===== src/rtl/asram_pkg.sv =====
package asram_pkg;

    typedef enum logic [2:0] {
        ST_IDLE,
        ST_RD_ACCESS,
        ST_RD_RETURN,
        ST_WR_WAIT,
        ST_WR_SETUP,
        ST_WR_PULSE,
        ST_WR_HOLD
    } asram_state_e;

    typedef struct packed {
        logic cs_n;
        logic oe_n;
        logic we_n;
        logic drive;
    } asram_strobe_t;

    localparam asram_strobe_t STB_OFF      = '{cs_n: 1'b1, oe_n: 1'b1, we_n: 1'b1, drive: 1'b0};
    localparam asram_strobe_t STB_READ     = '{cs_n: 1'b0, oe_n: 1'b0, we_n: 1'b1, drive: 1'b0};
    localparam asram_strobe_t STB_WR_ARM   = '{cs_n: 1'b0, oe_n: 1'b1, we_n: 1'b1, drive: 1'b1};
    localparam asram_strobe_t STB_WR_PULSE = '{cs_n: 1'b0, oe_n: 1'b1, we_n: 1'b0, drive: 1'b1};

    // Ceiling of ns / period, never below one cycle.
    function automatic int unsigned ns_to_cycles(input int unsigned ns, input int unsigned period);
        int unsigned c;
        c = (ns + period - 1) / period;
        if (c == 0) c = 1;
        return c;
    endfunction

    function automatic int unsigned umax(input int unsigned a, input int unsigned b);
        return (a > b) ? a : b;
    endfunction

endpackage


===== src/rtl/asram_phase_timer.sv =====
module asram_phase_timer #(
    parameter int CNT_W = 3
) (
    input  logic             clk,
    input  logic             rst,
    input  logic             load,
    input  logic [CNT_W-1:0] length,
    output logic             done
);
    logic [CNT_W-1:0] remain;

    always_ff @(posedge clk) begin
        if (rst) begin
            remain <= '0;
        end else if (load) begin
            remain <= length - CNT_W'(1);
        end else if (remain != '0) begin
            remain <= remain - CNT_W'(1);
        end
    end

    assign done = (remain == '0);
endmodule


===== src/rtl/asram_turn_guard.sv =====
module asram_turn_guard #(
    parameter int CNT_W    = 3,
    parameter int TURN_CYC = 1
) (
    input  logic clk,
    input  logic rst,
    input  logic arm,
    output logic busy
);
    logic [CNT_W-1:0] left;

    always_ff @(posedge clk) begin
        if (rst) begin
            left <= '0;
        end else if (arm) begin
            left <= CNT_W'(TURN_CYC);
        end else if (left != '0) begin
            left <= left - CNT_W'(1);
        end
    end

    assign busy = (left != '0);
endmodule


===== src/rtl/asram_read_latch.sv =====
module asram_read_latch #(
    parameter int DATA_W = 8
) (
    input  logic              clk,
    input  logic              rst,
    input  logic              capture,
    input  logic [DATA_W-1:0] bus_in,
    output logic [DATA_W-1:0] data,
    output logic              valid
);
    always_ff @(posedge clk) begin
        if (rst) begin
            data  <= '0;
            valid <= 1'b0;
        end else begin
            valid <= capture;
            if (capture) data <= bus_in;
        end
    end

    // the valid flag is a single-cycle pulse
    a_r3_valid_single: assert property (@(posedge clk) disable iff (rst)
        valid |=> !valid);
endmodule


===== src/rtl/asram_ctrl.sv =====
module asram_ctrl
    import asram_pkg::*;
#(
    parameter int ADDR_W        = 19,
    parameter int DATA_W        = 8,
    parameter int CLK_PERIOD_NS = 8,
    parameter int T_CYCLE_NS    = 12,
    parameter int T_ACCESS_NS   = 12,
    parameter int T_WPULSE_NS   = 8,
    parameter int T_ADDR_END_NS = 8,
    parameter int T_DATA_END_NS = 6,
    parameter int T_SETUP_NS    = 0,
    parameter int T_RECOVER_NS  = 0,
    parameter int T_DHOLD_NS    = 0,
    parameter int T_RELEASE_NS  = 6
) (
    input  logic              clk,
    input  logic              rst,
    input  logic              req_valid,
    input  logic              req_write,
    input  logic [ADDR_W-1:0] req_addr,
    input  logic [DATA_W-1:0] req_wdata,
    output logic              req_ready,
    output logic [DATA_W-1:0] rd_data,
    output logic              rd_valid,
    output logic [ADDR_W-1:0] mem_addr,
    output logic              mem_cs_n,
    output logic              mem_oe_n,
    output logic              mem_we_n,
    output logic [DATA_W-1:0] mem_dq_out,
    input  logic [DATA_W-1:0] mem_dq_in,
    output logic              mem_dq_oe
);
    localparam int unsigned RD_CYC   = ns_to_cycles(umax(T_CYCLE_NS, T_ACCESS_NS), CLK_PERIOD_NS);
    localparam int unsigned SU_CYC   = ns_to_cycles(T_SETUP_NS, CLK_PERIOD_NS);
    localparam int unsigned PW_CYC   = ns_to_cycles(umax(T_WPULSE_NS, umax(T_ADDR_END_NS, T_DATA_END_NS)),
                                                    CLK_PERIOD_NS);
    localparam int unsigned HD_MIN   = ns_to_cycles(umax(T_RECOVER_NS, T_DHOLD_NS), CLK_PERIOD_NS);
    localparam int unsigned WC_CYC   = ns_to_cycles(T_CYCLE_NS, CLK_PERIOD_NS);
    localparam int unsigned HD_CYC   = (SU_CYC + PW_CYC + HD_MIN >= WC_CYC) ? HD_MIN
                                                                           : WC_CYC - SU_CYC - PW_CYC;
    localparam int unsigned TURN_CYC = ns_to_cycles(T_RELEASE_NS, CLK_PERIOD_NS);
    localparam int unsigned MAX_CYC  = umax(umax(RD_CYC, SU_CYC), umax(umax(PW_CYC, HD_CYC), TURN_CYC));
    localparam int          CNT_W    = $clog2(MAX_CYC + 1);

    asram_state_e      state;
    asram_strobe_t     stb;
    logic [ADDR_W-1:0] addr_q;
    logic [DATA_W-1:0] wdata_q;
    logic              ready_q;

    logic              tmr_load;
    logic [CNT_W-1:0]  tmr_len;
    logic              tmr_done;
    logic              turn_busy;
    logic              rd_last;

    assign rd_last = (state == ST_RD_ACCESS) && tmr_done;

    // Phase length to load on each transition into a timed phase
    always_comb begin
        tmr_load = 1'b0;
        tmr_len  = CNT_W'(1);
        unique case (state)
            ST_IDLE: if (req_valid) begin
                if (!req_write) begin
                    tmr_load = 1'b1;
                    tmr_len  = CNT_W'(RD_CYC);
                end else if (!turn_busy) begin
                    tmr_load = 1'b1;
                    tmr_len  = CNT_W'(SU_CYC);
                end
            end
            ST_WR_WAIT: if (!turn_busy) begin
                tmr_load = 1'b1;
                tmr_len  = CNT_W'(SU_CYC);
            end
            ST_WR_SETUP: if (tmr_done) begin
                tmr_load = 1'b1;
                tmr_len  = CNT_W'(PW_CYC);
            end
            ST_WR_PULSE: if (tmr_done) begin
                tmr_load = 1'b1;
                tmr_len  = CNT_W'(HD_CYC);
            end
            default: ;
        endcase
    end

    always_ff @(posedge clk) begin
        if (rst) begin
            state   <= ST_IDLE;
            stb     <= STB_OFF;
            ready_q <= 1'b1;
            addr_q  <= '0;
            wdata_q <= '0;
        end else begin
            unique case (state)
                ST_IDLE: if (req_valid) begin
                    addr_q  <= req_addr;
                    wdata_q <= req_wdata;
                    ready_q <= 1'b0;
                    if (!req_write) begin
                        state <= ST_RD_ACCESS;
                        stb   <= STB_READ;
                    end else if (turn_busy) begin
                        state <= ST_WR_WAIT;
                    end else begin
                        state <= ST_WR_SETUP;
                        stb   <= STB_WR_ARM;
                    end
                end
                ST_RD_ACCESS: if (tmr_done) begin
                    state <= ST_RD_RETURN;
                    stb   <= STB_OFF;
                end
                ST_RD_RETURN: begin
                    state   <= ST_IDLE;
                    ready_q <= 1'b1;
                end
                ST_WR_WAIT: if (!turn_busy) begin
                    state <= ST_WR_SETUP;
                    stb   <= STB_WR_ARM;
                end
                ST_WR_SETUP: if (tmr_done) begin
                    state <= ST_WR_PULSE;
                    stb   <= STB_WR_PULSE;
                end
                ST_WR_PULSE: if (tmr_done) begin
                    state <= ST_WR_HOLD;
                    stb   <= STB_WR_ARM;
                end
                ST_WR_HOLD: if (tmr_done) begin
                    state   <= ST_IDLE;
                    stb     <= STB_OFF;
                    ready_q <= 1'b1;
                end
                default: begin
                    state   <= ST_IDLE;
                    stb     <= STB_OFF;
                    ready_q <= 1'b1;
                end
            endcase
        end
    end

    asram_phase_timer #(.CNT_W(CNT_W)) u_timer (
        .clk    (clk),
        .rst    (rst),
        .load   (tmr_load),
        .length (tmr_len),
        .done   (tmr_done)
    );

    asram_turn_guard #(.CNT_W(CNT_W), .TURN_CYC(TURN_CYC)) u_turn (
        .clk  (clk),
        .rst  (rst),
        .arm  (rd_last),
        .busy (turn_busy)
    );

    asram_read_latch #(.DATA_W(DATA_W)) u_rdlat (
        .clk     (clk),
        .rst     (rst),
        .capture (rd_last),
        .bus_in  (mem_dq_in),
        .data    (rd_data),
        .valid   (rd_valid)
    );

    assign req_ready  = ready_q;
    assign mem_addr   = addr_q;
    assign mem_dq_out = wdata_q;
    assign mem_cs_n   = stb.cs_n;
    assign mem_oe_n   = stb.oe_n;
    assign mem_we_n   = stb.we_n;
    assign mem_dq_oe  = stb.drive;

    // Cycles since output enable was last low, saturating; checks the turnaround
    logic [CNT_W:0] oe_gap;
    always_ff @(posedge clk) begin
        if (rst)                 oe_gap <= '1;
        else if (!mem_oe_n)      oe_gap <= '0;
        else if (oe_gap != '1)   oe_gap <= oe_gap + 1'b1;
    end

    // drivers turn on no sooner than the release window after a read
    a_r7_turnaround: assert property (@(posedge clk) disable iff (rst)
        $rose(mem_dq_oe) |-> (int'(oe_gap) >= int'(TURN_CYC)));

    // drivers only inside a chip-selected cycle with output enable high
    a_r8_drive_window: assert property (@(posedge clk) disable iff (rst)
        mem_dq_oe |-> (!mem_cs_n && mem_oe_n));

    // address frozen while chip select stays low
    a_r6_addr_stable: assert property (@(posedge clk) disable iff (rst)
        (!mem_cs_n && !$past(mem_cs_n)) |-> $stable(mem_addr));

    // nothing is taken while not ready
    a_r9_ignore_busy: assert property (@(posedge clk) disable iff (rst)
        !req_ready |=> $stable(mem_addr));

    // ready comes back right after the read pulse
    a_r3_ready_after_valid: assert property (@(posedge clk) disable iff (rst)
        rd_valid |=> req_ready);

    // write enable low only inside chip select with data driven
    a_r5_we_framed: assert property (@(posedge clk) disable iff (rst)
        !mem_we_n |-> (!mem_cs_n && mem_dq_oe));

    // read and write enables never overlap
    a_r10_no_overlap: assert property (@(posedge clk) disable iff (rst)
        !(!mem_oe_n && !mem_we_n));
endmodule


===== config.mk =====
export PLATFORM = sky130hd
export DESIGN_NAME = asram_ctrl
export DESIGN_NICKNAME = d
export VERILOG_FILES = /design/src/rtl/asram_pkg.sv /design/src/rtl/asram_phase_timer.sv /design/src/rtl/asram_turn_guard.sv /design/src/rtl/asram_read_latch.sv /design/src/rtl/asram_ctrl.sv
export SDC_FILE = /design/constraint.sdc
export NUM_CORES = 1
export LEC_CHECK = 0
export BUFFER_PORTS_ARGS = -buffer_cell sky130_fd_sc_hd__buf_2
export CAP_MARGIN = 10
export CORE_UTILIZATION = 30
export CTS_CLUSTER_SIZE = 16
export DETAILED_ROUTE_END_ITERATION = 10
export GPL_TIMING_DRIVEN = 0
export HOLD_SLACK_MARGIN = 0.1
export PLACE_DENSITY_LB_ADDON = 0.25
export SLEW_MARGIN = 30
export SYNTH_ARGS = -nofsm -noshare
export SYNTH_HDL_FRONTEND = slang
export SYNTH_HIERARCHICAL = 1
export SYNTH_SLANG_ARGS = --single-unit
export TNS_END_PERCENT = 100

===== constraint.sdc =====
create_clock -name clk -period 2.22 [get_ports clk]
set_clock_uncertainty 0.15 [all_clocks]
set_input_delay 0 -clock clk [delete_from_list [all_inputs] [get_ports clk]]
set_output_delay 0 -clock clk [all_outputs]
set_load 0.05 [all_outputs]

==> implementation parameters, run 1 <==
Parameter                              Value

Routing
  DR vias ... 2147
  DRT Pass-1 Iters ... 9
  DRT iter0 DRCs ... 157
  Number of remaining DRC errors ... 5
  Via density per instance ... 4.71
  Wire per inst ... 12.1 um
  Wirelength, routed ... 5530 um
  Count of nets left with antenna violations after detail routing ... 0

Die
  Die Height ... 84.8 um
  Std-Cell Rows ... 29
  Die X ... 84.8 um
  Die outline area ... 7190 sq um
  Total core area ... 6490 sq um
  Effective utilization at floorplan ... 0.317
  Count of boundary I/O pins ... 80

Clock tree
  Latest clock arrival within the worst-skew pair ... 0.30 ns
  TritonCTS clock tree ... done
  Buffers from clock root to sink, at most ... 2
  Clock Pin Slew Worst Setup and Hold Paths ... 0.09 ns
  CTS Sinks ... 48
  Count of H-tree levels built during CTS ... 2
  Cell chosen for the clock root ... sky130_fd_sc_hd__clkbuf_8
  Clock buffer count from CTS ... 5

Critical path
  Data required time of the critical path ... 2.27 ns
  Element type at the critical path end ... flop
  Data arrival time of the worst path ... 2.10 ns
  Worst setup slack for register-to-register paths ... 0.16 ns
  Startpoint class of the critical path ... flop
  Worst Setup Path Type ... flop to flop
  Max FO, Critical Path ... 10

Placement
  Global placement routability congestion ... 0.872
  PortBufs ... 79
  Post-place setup slack ... -0.0385 ns
  Half-perimeter wire length after detailed placement ... 3620 um
  Post-DP Area ... 2550 sq um

Timing
  Unrepaired setup endpoints after global routing ... false
  Number of pins exceeding their max-slew limit in the final report ... 0
  Worst Max-Slew Pin Slew ... 0.539 ns
  Minimum period implied by the final worst setup slack ... 2.06 ns
  Max transition margin ... 0.640
  Final worst path period share ... 0.926
  Post-layout worst setup margin ... 0.165 ns
  Total Neg Setup Slack ... 0 ns
  Final hold violation count ... 0
  Highest attainable clock frequency ... 487 MHz
  Number of endpoints failing setup at the final stage ... 0

GRT
  Largest net degree at the start of global routing ... 16
  First-pass GRT wire length ... 9300 um
  Via count of the first global-routing pass ... 2037
  Gr ovfl total ... 0
  Initial antenna violation count ... 0
  Total global-route track usage ... 0.160

Cells and area
  Most used cells in the layout excluding fill and tap cells ... sky130_fd_sc_hd__buf_2 (83), sky130_fd_sc_hd__nand2_1 (61), sky130_fd_sc_hd__dfxtp_1 (48)
  Antenna cell count ... 0
  Filler instances ... 639
  Area Growth Syn to Fin ... 52.2%
  Final Instance Area ... 3130 sq um
  Nets@finish ... 418
  Share of layout cells above drive strength 1 ... 0.280
  Most common cell after layout, fill and taps aside ... sky130_fd_sc_hd__buf_2

Min path
  Worst min path class ... flop to flop

Logic synthesis
  Post-synthesis instance area ... 2060 sq um
  XOR/XNOR Fraction of Synth Area ... 0.00852
  Simple-gate share of the synthesized area ... 0.221
  Post-Synthesis Cells ... 244
  Number of flops mapped to enable cells by yosys ... 0
  Synth unique cells ... 49
  Multiplexer share of the synthesized area ... 0.0389
  Most used flip-flop cell after synthesis ... sky130_fd_sc_hd__dfxtp_1
  Share of async-settable or async-resettable flops after synthesis ... 0
  Arithmetic-cell share of the synthesized area counting full adders, half adders and majority gates ... 0.0109
  Number of warnings printed during yosys synthesis ... 6
  Largest family of logic cells by synthesized area ... simple AND/OR/NAND/NOR gates
  Synthesized-area fraction occupied by ao, oa, aoi and oai cells ... 0.194
  Average cell area after synthesis ... 8.43 sq um
  #FFs+latches synth ... 48
  Total nets after synthesis ... 284
  Sequential-to-total area share from yosys stat ... 0.467

Power and ir drop
  P per Cell Area ... 1130 nW/um^2
  Static leakage ... 0.00138 uW
  VDD IR-drop max ... 0.527 mV
  Final Power ... 3530 uW

Run status
  Result of the run ... complete, but fails checks
  Violations in the final reports ... design-rule violations

Run
  Number of violations of the max-capacitance limit ... 0
[power breakdown]
group	internal, uW	switching [uW]
Clock	255	300
Sequential	1040	102
Combinational	634	1200
Total	1930	1600
[Yosys cell counts (2+ instances only)]
cell,n,area (sq um)
sky130_fd_sc_hd__nor2b_1,6,37.5
sky130_fd_sc_hd__clkbuf_1,8,30.0
sky130_fd_sc_hd__nand2b_1,3,18.8
sky130_fd_sc_hd__buf_2,4,20.0
sky130_fd_sc_hd__dfxtp_1,48,961
sky130_fd_sc_hd__inv_1,8,30.0
sky130_fd_sc_hd__a211oi_1,2,15.0
sky130_fd_sc_hd__buf_6,3,33.8
sky130_fd_sc_hd__nand2_1,61,229
sky130_fd_sc_hd__mux2i_1,8,80.1
sky130_fd_sc_hd__o32ai_1,2,17.5
sky130_fd_sc_hd__a221oi_1,2,17.5
sky130_fd_sc_hd__o21ai_0,6,30.0
sky130_fd_sc_hd__nor2_1,15,56.3
sky130_fd_sc_hd__a21oi_1,34,170
[cell type report]
class | instances | area [sq um] | area share
clock buffers | 6 | 82.6 | 0.0264
clock inverters | 2 | 13.8 | 0.00440
repair buffers | 127 | 868 | 0.277
flip-flops and latches | 48 | 961 | 0.307
inverters | 8 | 30.0 | 0.00959
well taps | 77 | 96.3 | 0.0308
plain buffers | 17 | 93.8 | 0.0300
multi-input cells | 171 | 985 | 0.315
[worst paths after layout]
| check | startpoint | endpoint | cells past startpoint |
|---|---|---|---|
| max | state[0]$_SDFFE_PP0P_ | u_timer/remain[1]$_SDFFE_PP0P_ | 8 |
| min | mem_dq_out[2]$_SDFFE_PP0P_ | mem_dq_out[2]$_SDFFE_PP0P_ | 2 |
| max reg2reg | state[0]$_SDFFE_PP0P_ | u_timer/remain[1]$_SDFFE_PP0P_ | 8 |
| min reg2reg | mem_dq_out[2]$_SDFFE_PP0P_ | mem_dq_out[2]$_SDFFE_PP0P_ | 2 |
[critical path: stages (launching register included)]
cell                      delay (ns)
sky130_fd_sc_hd__dfxtp_1        0.32
sky130_fd_sc_hd__buf_6          0.14
sky130_fd_sc_hd__or4b_1         0.48
sky130_fd_sc_hd__buf_2          0.17
sky130_fd_sc_hd__buf_6          0.15
sky130_fd_sc_hd__nor2_2         0.14
sky130_fd_sc_hd__inv_1          0.08
sky130_fd_sc_hd__xnor2_1        0.12
sky130_fd_sc_hd__a32o_1         0.21
[routing by layer]
metal	global-route usage	wire (um)	vias to the layer above
met5	0	0	-
met1	0.192	2440	963
met2	0.273	2600	85
li1	-	-	1091
met3	0.0482	404	8
met4	0.0539	85	0
[state kept, by name (all words and copies together) (netlist names), 2 cells and up]
| name | count |
|---|---|
| u_turn/left | 2 |
| state | 3 |
| mem_dq_out | 8 |
| mem_addr | 19 |
| u_timer/remain | 2 |
| u_rdlat/data | 8 |
[kinds of logic after synthesis]
group,count (synthesis)
and+or+nand+nor,97
AOI/OAI and AO/OA,62
xor gates and xnor gates,2
DFF,48
adders and majority gates,2
buffers and inverters,25
muxes,8
[through the flow]
stage	hold slack, ns	std cells	utilization
after floorplan	-0.0857	244	-
after global placement	0.0890	400	0.392
after detailed placement	0.0981	400	0.392
after CTS	0.309	453	0.477
after global routing	0.330	456	0.482
final	0.307	456	0.482
[what timing repair did]
| item | 4_1_cts | 5_1_grt |
|---|---|---|
| pin swaps | 0 | 1 |
| resized for setup | 1 | 3 |
| hold endpoints to repair | 45 | 0 |
| buffers inserted | 0 | 3 |
| hold buffers | 45 | 0 |
| setup endpoints to repair | 8 | 9 |
Note: power is estimated with default switching activity, not from simulation.
==> run 2, diff against run 1 <==
Settings changed: ABC_AREA set to 1.
==> run 2 against run 1 <==
Net effect:
- the flow now finishes without violations
- first-iteration DRC count is 14% lower
- sequential cell count stayed put
- combinational power is 32% higher
- highest routed layer unchanged
- largest power group unchanged
- worst hold slack better by 0.0055 ns
- utilization is 1.5 points lower
- clock power is 55% higher
- largest cell class unchanged
- routed wire length is 6.7% higher
- synthesized cell count is 27% higher
==> implementation parameters, run 2 <==
Parameter                              Value

Routing
  Wirelength, routed ... 5900 um (+6.7%)
  DRT iter0 DRCs ... 135 (-14%)
  Number of remaining DRC errors ... 0 (-5)
  Count of nets left with antenna violations after detail routing ... 0 (unchanged)
  DRT Pass-1 Iters ... 4 (-5)
  Wire per inst ... 10.9 um (-10%)
  Via density per instance ... 4.37 (-7.2%)
  DR vias ... 2365 (+10%)

Cells and area
  Most common cell after layout, fill and taps aside ... sky130_fd_sc_hd__buf_2
  Most used cells in the layout excluding fill and tap cells ... sky130_fd_sc_hd__buf_2 (84), sky130_fd_sc_hd__nand2_1 (74), sky130_fd_sc_hd__dfxtp_1 (48)
  Nets@finish ... 481 (+15%)
  Number of flip-flops in the largest register ... 19 (unchanged)
  Filler instances ... 747 (+17%)
  Share of layout cells above drive strength 1 ... 0.333 (+0.0529)
  Antenna cell count ... 0 (unchanged)
  Footprint of the multi-input gates ... 1080 sq um (+9.9%)
  Register area ... 961 sq um (unchanged)
  Area Growth Syn to Fin ... 49.1%

Logic synthesis
  Cell with the most instances after synthesis ... sky130_fd_sc_hd__nand2_1
  Top-area cell type share of the netlist area ... 0.418 (-0.0489)
  Number of flops mapped to enable cells by yosys ... 0 (unchanged)
  Number of warnings printed during yosys synthesis ... 6 (unchanged)
  Main area contributors after synthesis ... sky130_fd_sc_hd__dfxtp_1 (42%), sky130_fd_sc_hd__nand2_1 (12%), sky130_fd_sc_hd__nand3_1 (7.2%), sky130_fd_sc_hd__nor2_1 (5.6%), sky130_fd_sc_hd__a21oi_1 (4.6%)
  Sequential-to-total area share from yosys stat ... 0.418 (-0.0489)
  Total nets after synthesis ... 350 (+23%)
  Leading area contributor after synthesis ... sky130_fd_sc_hd__dfxtp_1
  Average cell area after synthesis ... 7.41 sq um (-12%)
  Most used flip-flop cell after synthesis ... sky130_fd_sc_hd__dfxtp_1
  Synth unique cells ... 30 (-39%)
  Post-Synthesis Cells ... 310 (+27%)
  #FFs+latches synth ... 48 (unchanged)
  Ranking of synthesized cells by instance count ... sky130_fd_sc_hd__nand2_1 (74), sky130_fd_sc_hd__dfxtp_1 (48), sky130_fd_sc_hd__nor2_1 (34), sky130_fd_sc_hd__nand3_1 (33), sky130_fd_sc_hd__inv_1 (24)
  Share of async-settable or async-resettable flops after synthesis ... 0 (unchanged)
  Post-synthesis instance area ... 2300 sq um (+12%)

Die
  Std-Cell Rows ... 31 (+6.9%)
  Effective utilization at floorplan ... 0.313 (-0.00334)
  Die outline area ... 8010 sq um (+11%)
  Count of boundary I/O pins ... 80 (unchanged)
  Die X ... 89.5 um (+5.5%)
  Die Height ... 89.5 um (+5.5%)
  Total core area ... 7330 sq um (+13%)

Critical path
  Startpoint class of the critical path ... flop
  Data required time of the critical path ... 2.26 ns (about the same)
  Element type at the critical path end ... flop
  Worst Setup Path Type ... flop to flop
  Max FO, Critical Path ... 8 (-2)
  Data arrival time of the worst path ... 1.95 ns (-0.15 ns)
  Path depth of the worst reg2reg path ... 10 (+2)

Run status
  Result of the run ... complete, no violations

Clock tree
  Cell chosen for the clock root ... sky130_fd_sc_hd__clkbuf_8
  Clock Pin Slew Worst Setup and Hold Paths ... 0.10 ns (about the same)
  Post-CTS Setup Bufs ... 0 (unchanged)
  CTS Sinks ... 48 (unchanged)
  Buffers from clock root to sink, at most ... 2 (unchanged)
  Number of buffers inserted by hold repair at cts ... 45 (unchanged)
  PostCTS Resize Cnt ... 0 (-1)
  Count of H-tree levels built during CTS ... 2 (unchanged)
  Latest clock arrival within the worst-skew pair ... 0.30 ns (about the same)
  Clock buffer count from CTS ... 5 (unchanged)
  TritonCTS clock tree ... done

GRT
  First-pass GRT wire length ... 9410 um (+1.2%)
  Met3 Resource Use GR ... 0.0379 (-0.0103)
  Gr ovfl total ... 0 (unchanged)
  Via count of the first global-routing pass ... 2199 (+8.0%)
  Met1 usage in global routing ... 0.167 (-0.0249)
  Global routing's busiest layer ... met2
  Routing usage on met2 ... 0.280 (+0.00620)
  Total global-route track usage ... 0.151 (-0.00885)
  Initial antenna violation count ... 0 (unchanged)
  Largest net degree at the start of global routing ... 16 (unchanged)

Placement
  PortBufs ... 79 (unchanged)
  Global placement routability congestion ... 0.837 (-4.0%)
  Half-perimeter wire length after detailed placement ... 3900 um (+7.6%)

Timing
  Max transition margin ... 0.680 (+0.0402)
  Minimum period implied by the final worst setup slack ... 1.91 ns (-0.145 ns)
  Worst Max-Slew Pin Slew ... 0.480 ns (-0.0591 ns)
  Worst Hold Margin ... 0.313 ns (+0.00551 ns)
  Number of pins exceeding their max-slew limit in the final report ... 0 (unchanged)
  Total Neg Setup Slack ... 0 ns (unchanged)
  Number of endpoints failing setup at the final stage ... 0 (unchanged)
  Highest attainable clock frequency ... 524 MHz (+7.6%)
  Unrepaired setup endpoints after global routing ... false
  Final hold violation count ... 0 (unchanged)
  Final worst path period share ... 0.860 (-0.0655)

Min path
  Worst min path class ... flop to flop
  Worst hold path depth ... 2 (unchanged)

Power and ir drop
  Relative contribution of the clock network to total power ... 0.191 (+0.034)
  P per Cell Area ... 1310 nW/um^2 (+16%)
  VDD IR-drop max ... 0.723 mV (+37%)
  P_sw ... 2070 uW (+30%)
  Part of the power in registers ... 0.274 (-0.050)
  Final Power ... 4500 uW (+27%)
  Internal Dissipation ... 2430 uW (+26%)
  Static leakage ... 0.00161 uW (+17%)
  Fraction of power spent switching nets ... 0.460 (+0.00733)
  Gate power share ... 0.535 (+0.017)

Run
  Number of violations of the max-capacitance limit ... 0 (unchanged)
run 2: cell count changes after synthesis, moves of 13 or more:
cell,change
sky130_fd_sc_hd__nand3_1,+33
sky130_fd_sc_hd__nor2_1,+19
sky130_fd_sc_hd__inv_1,+16
sky130_fd_sc_hd__nand2_2,+15
sky130_fd_sc_hd__a21oi_1,-13
sky130_fd_sc_hd__nand2_1,+13
run 2: cells by family (layout without fill, tap and decap cells):
| kind of cell | after synthesis | in the layout | synth area share |
|---|---|---|---|
| buffers and inverters | 46 | 178 | 0.111 |
| flip-flops | 48 | 48 | 0.418 |
| AND/OR/NAND/NOR | 176 | 176 | 0.363 |
| adder cells (fa/ha/maj) | 1 | 1 | 0.00545 |
| AO/OA/AOI/OAI | 39 | 39 | 0.103 |
run 2: cell type report:
type,count,share of cell area
buffer,17,0.0409
clock buffer,5,0.0201
clock inverter,3,0.0263
inverter,29,0.0332
multi-input combinational,216,0.316
sequential,48,0.280
tap,99,0.0362
timing repair buffer,124,0.247
run 2: per-stage QoR:
step / area [sq um] / util / instances / worst slack [ns]
after floorplan: 2300 / - / 310 / 0.512
after global placement: 2820 / 0.384 / 488 / 0.377
after detailed placement: 2820 / 0.384 / 488 / 0.339
after CTS: 3430 / 0.467 / 541 / 0.322
after global routing: 3430 / 0.467 / 541 / 0.0680
final: 3430 / 0.467 / 541 / 0.310
run 2: worst max-delay path, stage by stage (launching register included):
cell and delay [ns]:
sky130_fd_sc_hd__dfxtp_1 0.31, sky130_fd_sc_hd__buf_4 0.16, sky130_fd_sc_hd__inv_1 0.15, sky130_fd_sc_hd__nand3_1 0.20, sky130_fd_sc_hd__o21ai_0 0.21, sky130_fd_sc_hd__nand2_1 0.06, sky130_fd_sc_hd__o21ai_0 0.15, sky130_fd_sc_hd__inv_2 0.08
sky130_fd_sc_hd__nand2_1 0.09, sky130_fd_sc_hd__nand2_2 0.06, sky130_fd_sc_hd__and2_2 0.18
run 2: worst paths after layout:
check                                   endpoint  slack, ns                startpoint
setup / recovery  u_timer/remain[0]$_SDFFE_PP0P_       0.31     state[2]$_SDFFE_PP0P_
hold / removal          mem_addr[3]$_SDFFE_PP0P_       0.31  mem_addr[3]$_SDFFE_PP0P_
setup reg to reg  u_timer/remain[0]$_SDFFE_PP0P_       0.31     state[2]$_SDFFE_PP0P_
hold reg to reg         mem_addr[3]$_SDFFE_PP0P_       0.31  mem_addr[3]$_SDFFE_PP0P_
run 2: per-layer routing:
metal / share of wire / vias up / wire length (um)
li1: - / 1242 / -
met4: 0.015 / 0 / 89
met3: 0.050 / 10 / 294
met1: 0.43 / 1051 / 2560
met2: 0.50 / 62 / 2960
met5: 0 / - / 0
run 2: power by group through the flow:
stage                     registers, uW  logic (uW)  clock network (uW)
after floorplan                    1940        1170                   0
final                              1230        2410                 860
after global routing               1270        2640                 919
after global placement             1250        2310                   0
after detailed placement           1250        2330                   0
after CTS                          1240        2420                 886
